===== src/rtl/ipc_pkg.sv =====
package ipc_pkg;
    typedef enum logic [0:0] {
        ARB_IDLE = 1'b0,
        ARB_HELD = 1'b1
    } arb_state_t;

    localparam int unsigned OFS_SRCP = 32'h00;
    localparam int unsigned OFS_MODE = 32'h04;
    localparam int unsigned OFS_MASK = 32'h08;
    localparam int unsigned OFS_INTP = 32'h10;
endpackage


===== src/rtl/ipc_edge_latch.sv =====
module ipc_edge_latch #(
    parameter int NSRC = 32,
    parameter logic [NSRC-1:0] RSVD_MAP = '0
) (
    input  logic            clk,
    input  logic            rst_n,
    input  logic [NSRC-1:0] src_in,
    input  logic [NSRC-1:0] clr,
    output logic [NSRC-1:0] pend,
    output logic [NSRC-1:0] rise
);
    logic [NSRC-1:0] src_q;

    // Rising edges of usable sources only.
    assign rise = src_in & ~src_q & ~RSVD_MAP;

    always_ff @(posedge clk or negedge rst_n) begin
        if (!rst_n) begin
            src_q <= '0;
            pend  <= '0;
        end else begin
            src_q <= src_in;
            // A new edge wins over a clear arriving in the same cycle.
            pend  <= ((pend & ~clr) | rise) & ~RSVD_MAP;
        end
    end
endmodule


===== src/rtl/ipc_cfg_regs.sv =====
module ipc_cfg_regs #(
    parameter int NSRC = 32
) (
    input  logic            clk,
    input  logic            rst_n,
    input  logic            wr_mask,
    input  logic            wr_mode,
    input  logic [NSRC-1:0] wdata,
    output logic [NSRC-1:0] mask,
    output logic [NSRC-1:0] mode
);
    logic mode_ok;

    // Zero or exactly one bit set.
    assign mode_ok = (wdata & (wdata - 1'b1)) == '0;

    always_ff @(posedge clk or negedge rst_n) begin
        if (!rst_n) begin
            mask <= '1;
            mode <= '0;
        end else begin
            if (wr_mask) mask <= wdata;
            if (wr_mode && mode_ok) mode <= wdata;
        end
    end
endmodule


===== src/rtl/ipc_arbiter.sv =====
module ipc_arbiter
    import ipc_pkg::*;
#(
    parameter int NSRC = 32
) (
    input  logic            clk,
    input  logic            rst_n,
    input  logic [NSRC-1:0] cand,
    input  logic [NSRC-1:0] clr,
    output logic [NSRC-1:0] intpnd,
    output arb_state_t      state
);
    arb_state_t      state_nx;
    logic [NSRC-1:0] lowest;

    // Isolate the lowest set bit.
    assign lowest = cand & (~cand + 1'b1);

    always_comb begin
        state_nx = state;
        unique case (state)
            ARB_IDLE: if (cand != '0)           state_nx = ARB_HELD; // grant
            ARB_HELD: if ((intpnd & clr) != '0) state_nx = ARB_IDLE; // release
            default:                            state_nx = ARB_IDLE;
        endcase
    end

    always_ff @(posedge clk or negedge rst_n) begin
        if (!rst_n) state <= ARB_IDLE;
        else        state <= state_nx;
    end

    always_ff @(posedge clk or negedge rst_n) begin
        if (!rst_n) begin
            intpnd <= '0;
        end else begin
            unique case (state)
                ARB_IDLE: if (cand != '0) intpnd <= lowest;
                ARB_HELD: intpnd <= intpnd & ~clr;
                default:  intpnd <= '0;
            endcase
        end
    end
endmodule


===== src/rtl/irq_pend_ctrl.sv =====
module irq_pend_ctrl
    import ipc_pkg::*;
#(
    parameter int NSRC = 32,
    parameter int ADDR_W = 5,
    parameter logic [NSRC-1:0] RSVD_MAP = 32'h0100_0040
) (
    input  logic              clk,
    input  logic              rst_n,
    input  logic [ADDR_W-1:0] addr,
    input  logic              wr_en,
    input  logic [NSRC-1:0]   wr_data,
    output logic [NSRC-1:0]   rd_data,
    input  logic [NSRC-1:0]   src_in,
    output logic              irq,
    output logic              fiq
);
    logic            sel_srcp, sel_mode, sel_mask, sel_intp;
    logic [NSRC-1:0] clr_src, clr_int;
    logic [NSRC-1:0] srcpnd, rise, mask, mode, intpnd, cand;
    arb_state_t      arb_state;

    assign sel_srcp = addr == ADDR_W'(OFS_SRCP);
    assign sel_mode = addr == ADDR_W'(OFS_MODE);
    assign sel_mask = addr == ADDR_W'(OFS_MASK);
    assign sel_intp = addr == ADDR_W'(OFS_INTP);

    assign clr_src = (wr_en && sel_srcp) ? wr_data : '0;
    assign clr_int = (wr_en && sel_intp) ? wr_data : '0;

    ipc_edge_latch #(.NSRC(NSRC), .RSVD_MAP(RSVD_MAP)) u_latch (
        .clk   (clk),
        .rst_n (rst_n),
        .src_in(src_in),
        .clr   (clr_src),
        .pend  (srcpnd),
        .rise  (rise)
    );

    ipc_cfg_regs #(.NSRC(NSRC)) u_cfg (
        .clk    (clk),
        .rst_n  (rst_n),
        .wr_mask(wr_en && sel_mask),
        .wr_mode(wr_en && sel_mode),
        .wdata  (wr_data),
        .mask   (mask),
        .mode   (mode)
    );

    assign cand = srcpnd & ~mask & ~mode;

    ipc_arbiter #(.NSRC(NSRC)) u_arb (
        .clk   (clk),
        .rst_n (rst_n),
        .cand  (cand),
        .clr   (clr_int),
        .intpnd(intpnd),
        .state (arb_state)
    );

    assign irq = intpnd != '0;
    assign fiq = (srcpnd & mode & ~mask) != '0;

    always_comb begin
        rd_data = '0;
        if (sel_srcp)      rd_data = srcpnd;
        else if (sel_mode) rd_data = mode;
        else if (sel_mask) rd_data = mask;
        else if (sel_intp) rd_data = intpnd;
    end
endmodule


===== config.mk =====
export PLATFORM = sky130hd
export DESIGN_NAME = irq_pend_ctrl
export DESIGN_NICKNAME = d
export VERILOG_FILES = /design/src/rtl/ipc_pkg.sv /design/src/rtl/ipc_edge_latch.sv /design/src/rtl/ipc_cfg_regs.sv /design/src/rtl/ipc_arbiter.sv /design/src/rtl/irq_pend_ctrl.sv
export SDC_FILE = /design/constraint.sdc
export NUM_CORES = 1
export LEC_CHECK = 0
export ABC_AREA = 1
export BUFFER_PORTS_ARGS = -buffer_cell sky130_fd_sc_hd__buf_4
export CORE_ASPECT_RATIO = 1.4
export CORE_MARGIN = 4
export CORE_UTILIZATION = 50
export CTS_CLUSTER_SIZE = 12
export DETAILED_ROUTE_END_ITERATION = 10
export PLACE_DENSITY = 0.78
export SYNTH_ARGS = -nofsm -noshare
export SYNTH_HDL_FRONTEND = slang
export SYNTH_HIERARCHICAL = 1
export SYNTH_SLANG_ARGS = --single-unit

===== constraint.sdc =====
create_clock -name clk -period 2.1 [get_ports clk]
set_clock_uncertainty 0.15 [all_clocks]
set_input_delay 0 -clock clk [delete_from_list [all_inputs] [get_ports clk]]
set_output_delay 0 -clock clk [all_outputs]
set_load 0.01 [all_outputs]

== Word level (Yosys, flattened, before mapping) ==
Index checks and enable logic that the tools add are counted.

* Register bits after elaboration: 159

* Reductions and logical operators: 11
* Add/subtract/negate cells: 2
* Bitwise gates (word level): 18
* Equality and inequality tests: 4
* Muxes and demuxes: 11

{| class="wikitable"
|+ Operators by type and width
! operator !! number
|-
| $and A32 B32 Y32 || 10
|-
| $mux W32 || 7
|-
| $not A32 Y32 || 6
|-
| $reduce_bool A32 Y1 || 4
|-
| $pmux W32 S2 || 1
|-
| $add A32 B1 Y32 const B || 1
|-
| $logic_not A32 Y1 || 1
|-
| $or A32 B32 Y32 || 1
|-
| $sub A32 B1 Y32 const B || 1
|-
| $eq A5 B3 Y1 const B || 1
|-
| $eq A5 B4 Y1 const B || 1
|-
| $eq A5 B5 Y1 const B || 1
|-
| $logic_and A1 B1 Y1 || 5
|-
| $logic_not A5 Y1 || 1
|-
| $mux W1 || 2
|-
| $ne A2 B1 Y1 const B || 1
|-
| $pmux W1 S2 || 1
|-
| $not A1 Y1 || 1
|}

== Longest topological paths before layout ==
Gate-level depths: netlist of run 1.

* Word-level depth: 8
* Gate-level depth with buffers: 15

== By module ==
Netlist of run 1, hierarchy kept.

{| class="wikitable"
|+ By module, submodules not included
! module !! area each (um^2) !! sequential area each (um^2) !! times used !! cells each
|-
| ipc_cfg_regs || 3382.0 || 1641.6 || 1 || 425
|-
| ipc_arbiter || 2701.3 || 825.8 || 1 || 368
|-
| ipc_edge_latch || 2285.9 || 1501.4 || 1 || 245
|-
| irq_pend_ctrl || 2054.5 || 0.0 || 1 || 476
|}

== Least setup slack after synthesis of run 1 ==
OpenSTA, ideal clock, no wires.

* Path type: register -> register
* From: register u_cfg.mask[3]
* To: register u_arb.intpnd[9]
* Setup slack: 0.318 ns
* Period minus slack after synthesis: 1.782 ns
* Data arrival time: 1.564 ns
* Setup time: 0.067 ns
* Data required time: 1.883 ns
* Cell stages (with the launch flop): 12
* Cells stage by stage: dfstp_2 -> inv_1 -> nand2_1 -> nor2_1 -> nor2_2 -> nand2_4 -> nor2_8 -> nand2_4 -> nor2_8 -> buf_12 -> nand3_2 -> nand3_2

* Word-level cells in the longest chain between the ends: 8
* Elaborated cells between the ends (all ways): 10
* Those cells by class: add/sub: 1; eq/ne: 1; mux: 2; bitwise: 5; reduce/logical: 1

{| class="wikitable"
|+ Ends and longest elaborated chain
! what !! line !! RTL
|-
| from (decl) || ipc_cfg_regs.sv:9 || <nowiki>output logic [NSRC-1:0] mask,</nowiki>
|-
| from (signal assigned) || ipc_cfg_regs.sv:22 || <nowiki>if (wr_mask) mask <= wdata;</nowiki>
|-
| $not A32 Y32 (*) || irq_pend_ctrl.sv:50 || <nowiki>assign cand = srcpnd & ~mask & ~mode;</nowiki>
|-
| $and A32 B32 Y32 (*) (2 in a row) || irq_pend_ctrl.sv:50 ||
|-
| named net cand[3] || irq_pend_ctrl.sv:20 || <nowiki>logic [NSRC-1:0] srcpnd, rise, mask, mode, intpnd, cand;</nowiki>
|-
| $not A32 Y32 || ipc_arbiter.sv:17 || <nowiki>assign lowest = cand & (~cand + 1'b1);</nowiki>
|-
| $add A32 B1 Y32 || ipc_arbiter.sv:17 ||
|-
| $and A32 B32 Y32 || ipc_arbiter.sv:17 ||
|-
| $mux W32 || ipc_arbiter.sv:38 || <nowiki>ARB_IDLE: if (cand != '0) intpnd <= lowest;</nowiki>
|-
| $pmux W32 S2 || ipc_arbiter.sv:37 || <nowiki>unique case (state)</nowiki>
|-
| to (signal assigned) || ipc_arbiter.sv:38 ||
|-
| to (signal assigned) || ipc_arbiter.sv:39 || <nowiki>ARB_HELD: intpnd <= intpnd & ~clr;</nowiki>
|-
| to (decl) || ipc_arbiter.sv:10 || <nowiki>output logic [NSRC-1:0] intpnd,</nowiki>
|}

Mark *: on every way through the listed nets, which the timed path passes. The rest lies on a longest branch. The select of a mux whose other input is x is not followed.
A chain may end at the register's enable or synchronous reset.

== Worst setup path in the final report of run 1 ==
* From: register u_cfg.mask[0]
* To: register u_arb.intpnd[22]

The elaborated chain is that of the path after synthesis.

==> impl_metrics.ini, run 1 <==
[status]
outcome = finished, final reports clean

[route]
drtPass1Iterations = 7
ant_nets = 0
wl_um = 35970
drt_iter0_drc = 1185
wire_per_inst_um = 18.53
avgViaCountPerCell = 5.620
num_vias = 10910
drc_errors = 0

[layout]
seq_area_um2 = 3969
final_area_um2 = 13140
drive_gt1_frac = 0.2445
multi_input_area_um2 = 5545
fillers = 1721
fin_nets = 1748
area_growth_pct = 27.73
antennaDiodeCount = 0

[power_and_ir_drop]
internal-power_mw = 5.722
switchingPower_mw = 2.901
power.share.clock = 0.363
irDropWorstVdd_v = 0.0005823
seq_power_share = 0.410
power_frac_comb = 0.228
power_density_nw_per_um2 = 656.2
power.leakage_nw = 6.571
swShare = 0.3364

[floorplanning]
die_w_um = 129.2
die_area_um2 = 22970
core.rowCount = 61
core_area_um2 = 20070
initial_core_util = 0.5126
pin_count = 106
die_y_um = 177.7

[worst_setup_path]
cp_slowest_cell = dfstp_2
critPathKind = flop to flop
endpoint = u_arb/intpnd[22]
rr_endpoint = u_arb/intpnd[22]
critPathLaunch = u_cfg/mask[0]
crit_required_ps = 2320
r2r_start = u_cfg/mask[0]
end_kind = flop
crit_buf_inv = 2
r2r_setup_slack_ps = 40
path_max_fanout = 6
rr_worst_depth = 11
cp.arrival_ps = 2280
crit_family = simple AND/OR/NAND/NOR gates
cp-start-kind = flop
worstPathCellList = inv_2 > nand2_2 > nor2_2 > nor2_4 > nand2_4 > nor2_8 > nand2_8 > nor2_8 > clkbuf_16 > nand3_2 > nand3_2
cpPeakStageDelay_ps = 570
crit_cells = 11

[grt]
grt_pass1_wl_um = 55360
grt_pass1_vias = 10650
grt_max_degree = 67
grtUsageTotal = 0.3140
antenna_found_initial = 0
grt-ovfl-total = 0

[clock_network]
htree_levels = 4
clk_pin_slew_ps = 70
cts_buffers = 17
clock_path_buffers = 2
worstSkewPairLatency_ps = 440
cts_tree = yes
cts_root_buf = clkbuf_16
clock_sinks = 157

[placement]
finalWeightedCongestion = 0.9575
dp_hpwl_um = 25010
pre_cts_ws_ps = 44.03
placed_area_um2 = 11580
port-buffer-count = 103

[yosys]
syn_inst = 1480
netlist_area_um2 = 10290
syn_area_per_cell_um2 = 6.952
ys_warn_count = 6

[timing]
final_hold_viol_count = 0
period_share = 0.9802
rsz0062_at_grt = true
tightest_slew_ps = 513.1
max-slew-margin-rel = 0.6579
slew_viol_final = 0
setup_slack_ps = 41.63
period_needed_ps = 2058
max_freq_mhz = 485.8
finalSetupViolCount = 0

[hold_path]
hold_path_class = input port to async pin

[job]
cap_violations = 0
==> power by group through the flow <==
stage / registers [mW] / clock network, mW / logic [mW]
6_report: 3.53 / 3.13 / 1.96
3_5_place_dp: 3.58 / 0 / 1.69
3_3_place_gp: 3.57 / 0 / 1.66
2_1_floorplan: 3.52 / 0 / 1.00
5_1_grt: 3.56 / 3.27 / 2.13
4_1_cts: 3.52 / 3.15 / 1.80
==> timing repair <==
action | CTS | global route
endpoints found under the hold margin | 288 | 0
endpoints found under the setup margin | 0 | 63
gates resized for setup | 0 | 75
setup buffers | 0 | 9
hold buffers | 64 | 0
==> flip-flops by register name (all words and copies together) (netlist names) <==
register	flops
u_cfg/mask	32
u_arb/intpnd	32
u_latch/src_q	30
u_arb/state	1
u_latch/pend	30
u_cfg/mode	32
==> per-stage QoR <==
| step | TNS, ps | total power, mW | hold slack [ps] | utilization | instances |
|---|---|---|---|---|---|
| detailed placement | 0 | 5.261 | -213.2 | 0.5768 | 1834 |
| finish | 0 | 8.623 | 34.92 | 0.6547 | 1941 |
| global route | -802.8 | 8.958 | 50.97 | 0.6547 | 1941 |
| CTS | 0 | 8.470 | 28.09 | 0.6379 | 1930 |
| floorplan | 0 | 4.518 | -445.6 | - | 1481 |
| global placement | 0 | 5.225 | -218.8 | 0.5768 | 1834 |
==> layout make-up <==
class	instances	share of cell area
inverters	184	0.05275
clock inverters	15	0.01152
clock buffers	17	0.03237
flip-flops and latches	157	0.3020
multi-input cells	1090	0.4220
well taps	252	0.02399
repair buffers	226	0.1554
==> routing by layer <==
layer / vias to the layer above / wire (um) / track usage
met5: - / 0 / 0
met4: 0 / 1921 / 0.1637
met3: 147 / 2893 / 0.04908
met2: 604 / 17250 / 0.5214
met1: 5094 / 13910 / 0.3916
li1: 5063 / - / -
==> worst reg2reg max path: stages, from the launching register on <==
cell and delay (ps):
dfstp_2 570, inv_2 50, nand2_2 50, nor2_2 50, nor2_4 190, nand2_4 110, nor2_8 130, nand2_8 90
nor2_8 270, clkbuf_16 210, nand3_2 60, nand3_2 60
==> cell usage in the layout (no fill, tap or decap), types with 18 or more instances in the layout <==
cell type and count:
dfstp_2 32, inv_1 179, a21oi_1 18, nand4_1 75
nand3_2 38, nor2_4 22, nand3_1 111, nor2_2 41
buf_4 147, nor2_1 222, dlygate4sd3_1 63, dfrtp_1 125
nand2_1 420, clkbuf_16 18, nand3b_1 27, nand2_2 48
==> worst min path at each step <==
stage,start,end,slack (ps),depth (start not counted)
floorplan,rst_n,u_arb/intpnd[0],-450,0
global placement,rst_n,u_latch/src_q[8],-220,1
detailed placement,rst_n,u_latch/src_q[8],-210,1
CTS,wr_en,u_cfg/mask[18],30,5
global route,wr_en,u_cfg/mask[18],50,5
finish,rst_n,u_cfg/mask[3],30,2
(Power assumes the default switching activity.)
==> run 2, diff against run 1 <==
--- a/config.mk
+++ b/config.mk
@@ -12,8 +12,7 @@
 export CORE_UTILIZATION = 50
 export CTS_CLUSTER_SIZE = 12
 export DETAILED_ROUTE_END_ITERATION = 10
-export PLACE_DENSITY = 0.78
+export PLACE_DENSITY = 0.79
 export SYNTH_ARGS = -nofsm -noshare
 export SYNTH_HDL_FRONTEND = slang
-export SYNTH_HIERARCHICAL = 1
 export SYNTH_SLANG_ARGS = --single-unit
==> run 2 against run 1 <==
The run now ends with negative hold slack, negative setup slack left. Largest cell class unchanged. Utilization increased by 8.9 points. Register-to-register slack got worse by 60 ps. First-iteration DRC count increased by 6.2%. Total power increased by 8.1%. Area after synthesis decreased by 14%. Highest routed layer unchanged.
==> impl_metrics.ini, run 2 <==
[floorplanning]
core.rowCount = 57
pin_count = 106
core_area_um2 = 17400
die_y_um = 165.4
initial_core_util = 0.5087
die_area_um2 = 19930
die_w_um = 120.5

[worst_setup_path]
rr_endpoint = u_arb.intpnd[19]
path_max_fanout = 2
rr_worst_depth = 9
r2r_start = u_cfg.mask[25]
critPathLaunch = u_cfg.mask[7]
cp.arrival_ps = 2200
crit_required_ps = 1950
end_kind = output port
cp-start-kind = flop
critPathKind = flop to output port
r2r_setup_slack_ps = -20

[timing]
period_needed_ps = 2349
final_hold_viol_count = 1
max_freq_mhz = 425.6
period_share = 1.119
setup_slack_ps = -249.5
tightest_slew_ps = 1006
finalSetupViolCount = 5
hold_ws_ps = -11.00
max-slew-margin-rel = 0.3286
slew_viol_final = 0
fin_setup_tns_ps = -331.8
rsz0062_at_grt = true

[yosys]
yosys.area_share.simple = 0.2792
ys_ff_latch = 157
synth-xor-area-share = 0
synth_area_leaders = dfrtp_1, nand2_1, dfstp_2
yosysSeqAreaShare = 0.4483
synth.top_cell.area_share = 0.3534
synth.distinct_cells = 36
synth_compound_area_frac = 0.1617
synthFlopType = dfrtp_1
yosysTopAreaCell = dfrtp_1
synth_top_family_by_area = simple AND/OR/NAND/NOR gates
ys_warn_count = 0
yosysMostFrequentCell = nand2_1
syn_inst = 1201
syn_area_per_cell_um2 = 7.371
synthTopCellsByCount = nand2_1, inv_1, o21ai_0
synth-edff-count = 0
synthMuxAreaShare = 0.001272
syn-num-nets = 1273
netlist_area_um2 = 8852
async_flop_share = 1.000
synthAdderAreaFrac = 0

[power_and_ir_drop]
power_mw = 9.320
swShare = 0.3481
power_density_nw_per_um2 = 720.4
internal-power_mw = 6.076
power_frac_comb = 0.244
seq_power_share = 0.431
switchingPower_mw = 3.244
power.leakage_nw = 6.198
irDropWorstVdd_v = 0.0005569
power.share.clock = 0.325

[grt]
grt_pass1_vias = 10100
antenna_found_initial = 0
grt-ovfl-total = 0
grt_pass1_wl_um = 53570
grt_max_degree = 64
grtUsageTotal = 0.3504

[layout]
final_util = 0.7435
final_cell_mix = nand2_1, buf_4, inv_1
drive_gt1_frac = 0.2932
antennaDiodeCount = 0
final_common_cell = nand2_1
fin_nets = 1553
area_growth_pct = 46.15
top_regs = u_arb.intpnd: 32 flops, u_cfg.mask: 32 flops, u_cfg.mode: 32 flops

[clock_network]
cts_buffers = 17
clk_pin_slew_ps = 70
htree_levels = 4
cts_tree = yes
cts_root_buf = clkbuf_16
clock_path_buffers = 2
worstSkewPairLatency_ps = 450
clock_sinks = 157

[placement]
pre_cts_ws_ps = -116.9
dp_hpwl_um = 23710
port-buffer-count = 103
finalWeightedCongestion = 1.028

[hold_path]
worstHoldStart = wr_data[6]
holdPathEnd = u_arb.state
hold_depth = 8
hold_path_class = input port to flop

[status]
failed_checks = negative hold slack, negative setup slack
outcome = finished with violations

[route]
ant_nets = 0
drc_errors = 0
wl_um = 36410
avgViaCountPerCell = 5.950
drtPass1Iterations = 7
wire_per_inst_um = 21.04
num_vias = 10290
drt_iter0_drc = 1258

[job]
cap_violations = 0
## run 2: how the worst max path moves through the flow
stage | to | slack [ps] | depth (start not counted)
final | fiq | -250 | 9
after global routing | fiq | -270 | 9
after CTS | fiq | -120 | 9
after detailed placement | u_arb.intpnd[25] | -120 | 11
after global placement | u_arb.intpnd[23] | -70 | 12
after floorplan | u_arb.state | 120 | 12
## run 2: cell families after synthesis
kind of cell / Yosys count
compound gates: 260
buf+inv: 240
mux: 1
simple gates: 543
flops: 157
## run 2: per-layer routing
layer | global-route usage | wire length, um | up-vias
met5 | 0 | 0 | -
met4 | 0.2247 | 2777 | 0
met3 | 0.06882 | 3201 | 224
met2 | 0.5836 | 17370 | 698
met1 | 0.4144 | 13050 | 4812
li1 | - | - | 4559
## run 2: layout make-up
type / count / area (um^2)
Sequential cell: 157 / 3971
Fill cell: 1298 / 4464
Timing Repair Buffer: 307 / 2867
Clock buffer: 17 / 425.4
Multi-Input combinational cell: 804 / 4517
Inverter: 194 / 733.2
Clock inverter: 15 / 128.9
Tap cell: 236 / 295.3
## run 2: repair_timing
action                                  CTS  global route
gates resized for setup                  42           176
cloned                                    2             5
pin swaps                                13            54
endpoints found under the setup margin   32            67
hold buffers                             68             8
buffers inserted                          8            29
hold endpoints to repair                289            21
## run 2: critical path, cell delays in order, from the launching register on
cell,delay [ps]
dfstp_2,540
inv_2,40
buf_6,110
nand3_2,60
nand2_2,80
nor3_4,130
nand4_1,220
nor2_4,190
nand4_1,160
buf_4,210
## run 2: per-stage QoR
step / cell area, um^2 / hold WS (ps) / instances
final: 12940 / -11.00 / 1730
after global routing: 12940 / 22.32 / 1730
after CTS: 11990 / 14.17 / 1696
after detailed placement: 10500 / -196.5 / 1588
after global placement: 10500 / -198.3 / 1588
after floorplan: 8852 / -445.6 / 1201
## run 2: power groups by stage
stage | Sequential, mW | Combinational, mW | Clock (mW)
floorplan | 3.82 | 0.918 | 0
global placement | 3.94 | 1.74 | 0
detailed placement | 3.95 | 1.77 | 0
CTS | 3.93 | 1.97 | 3.03
global route | 4.06 | 2.44 | 3.17
finish | 4.02 | 2.27 | 3.03
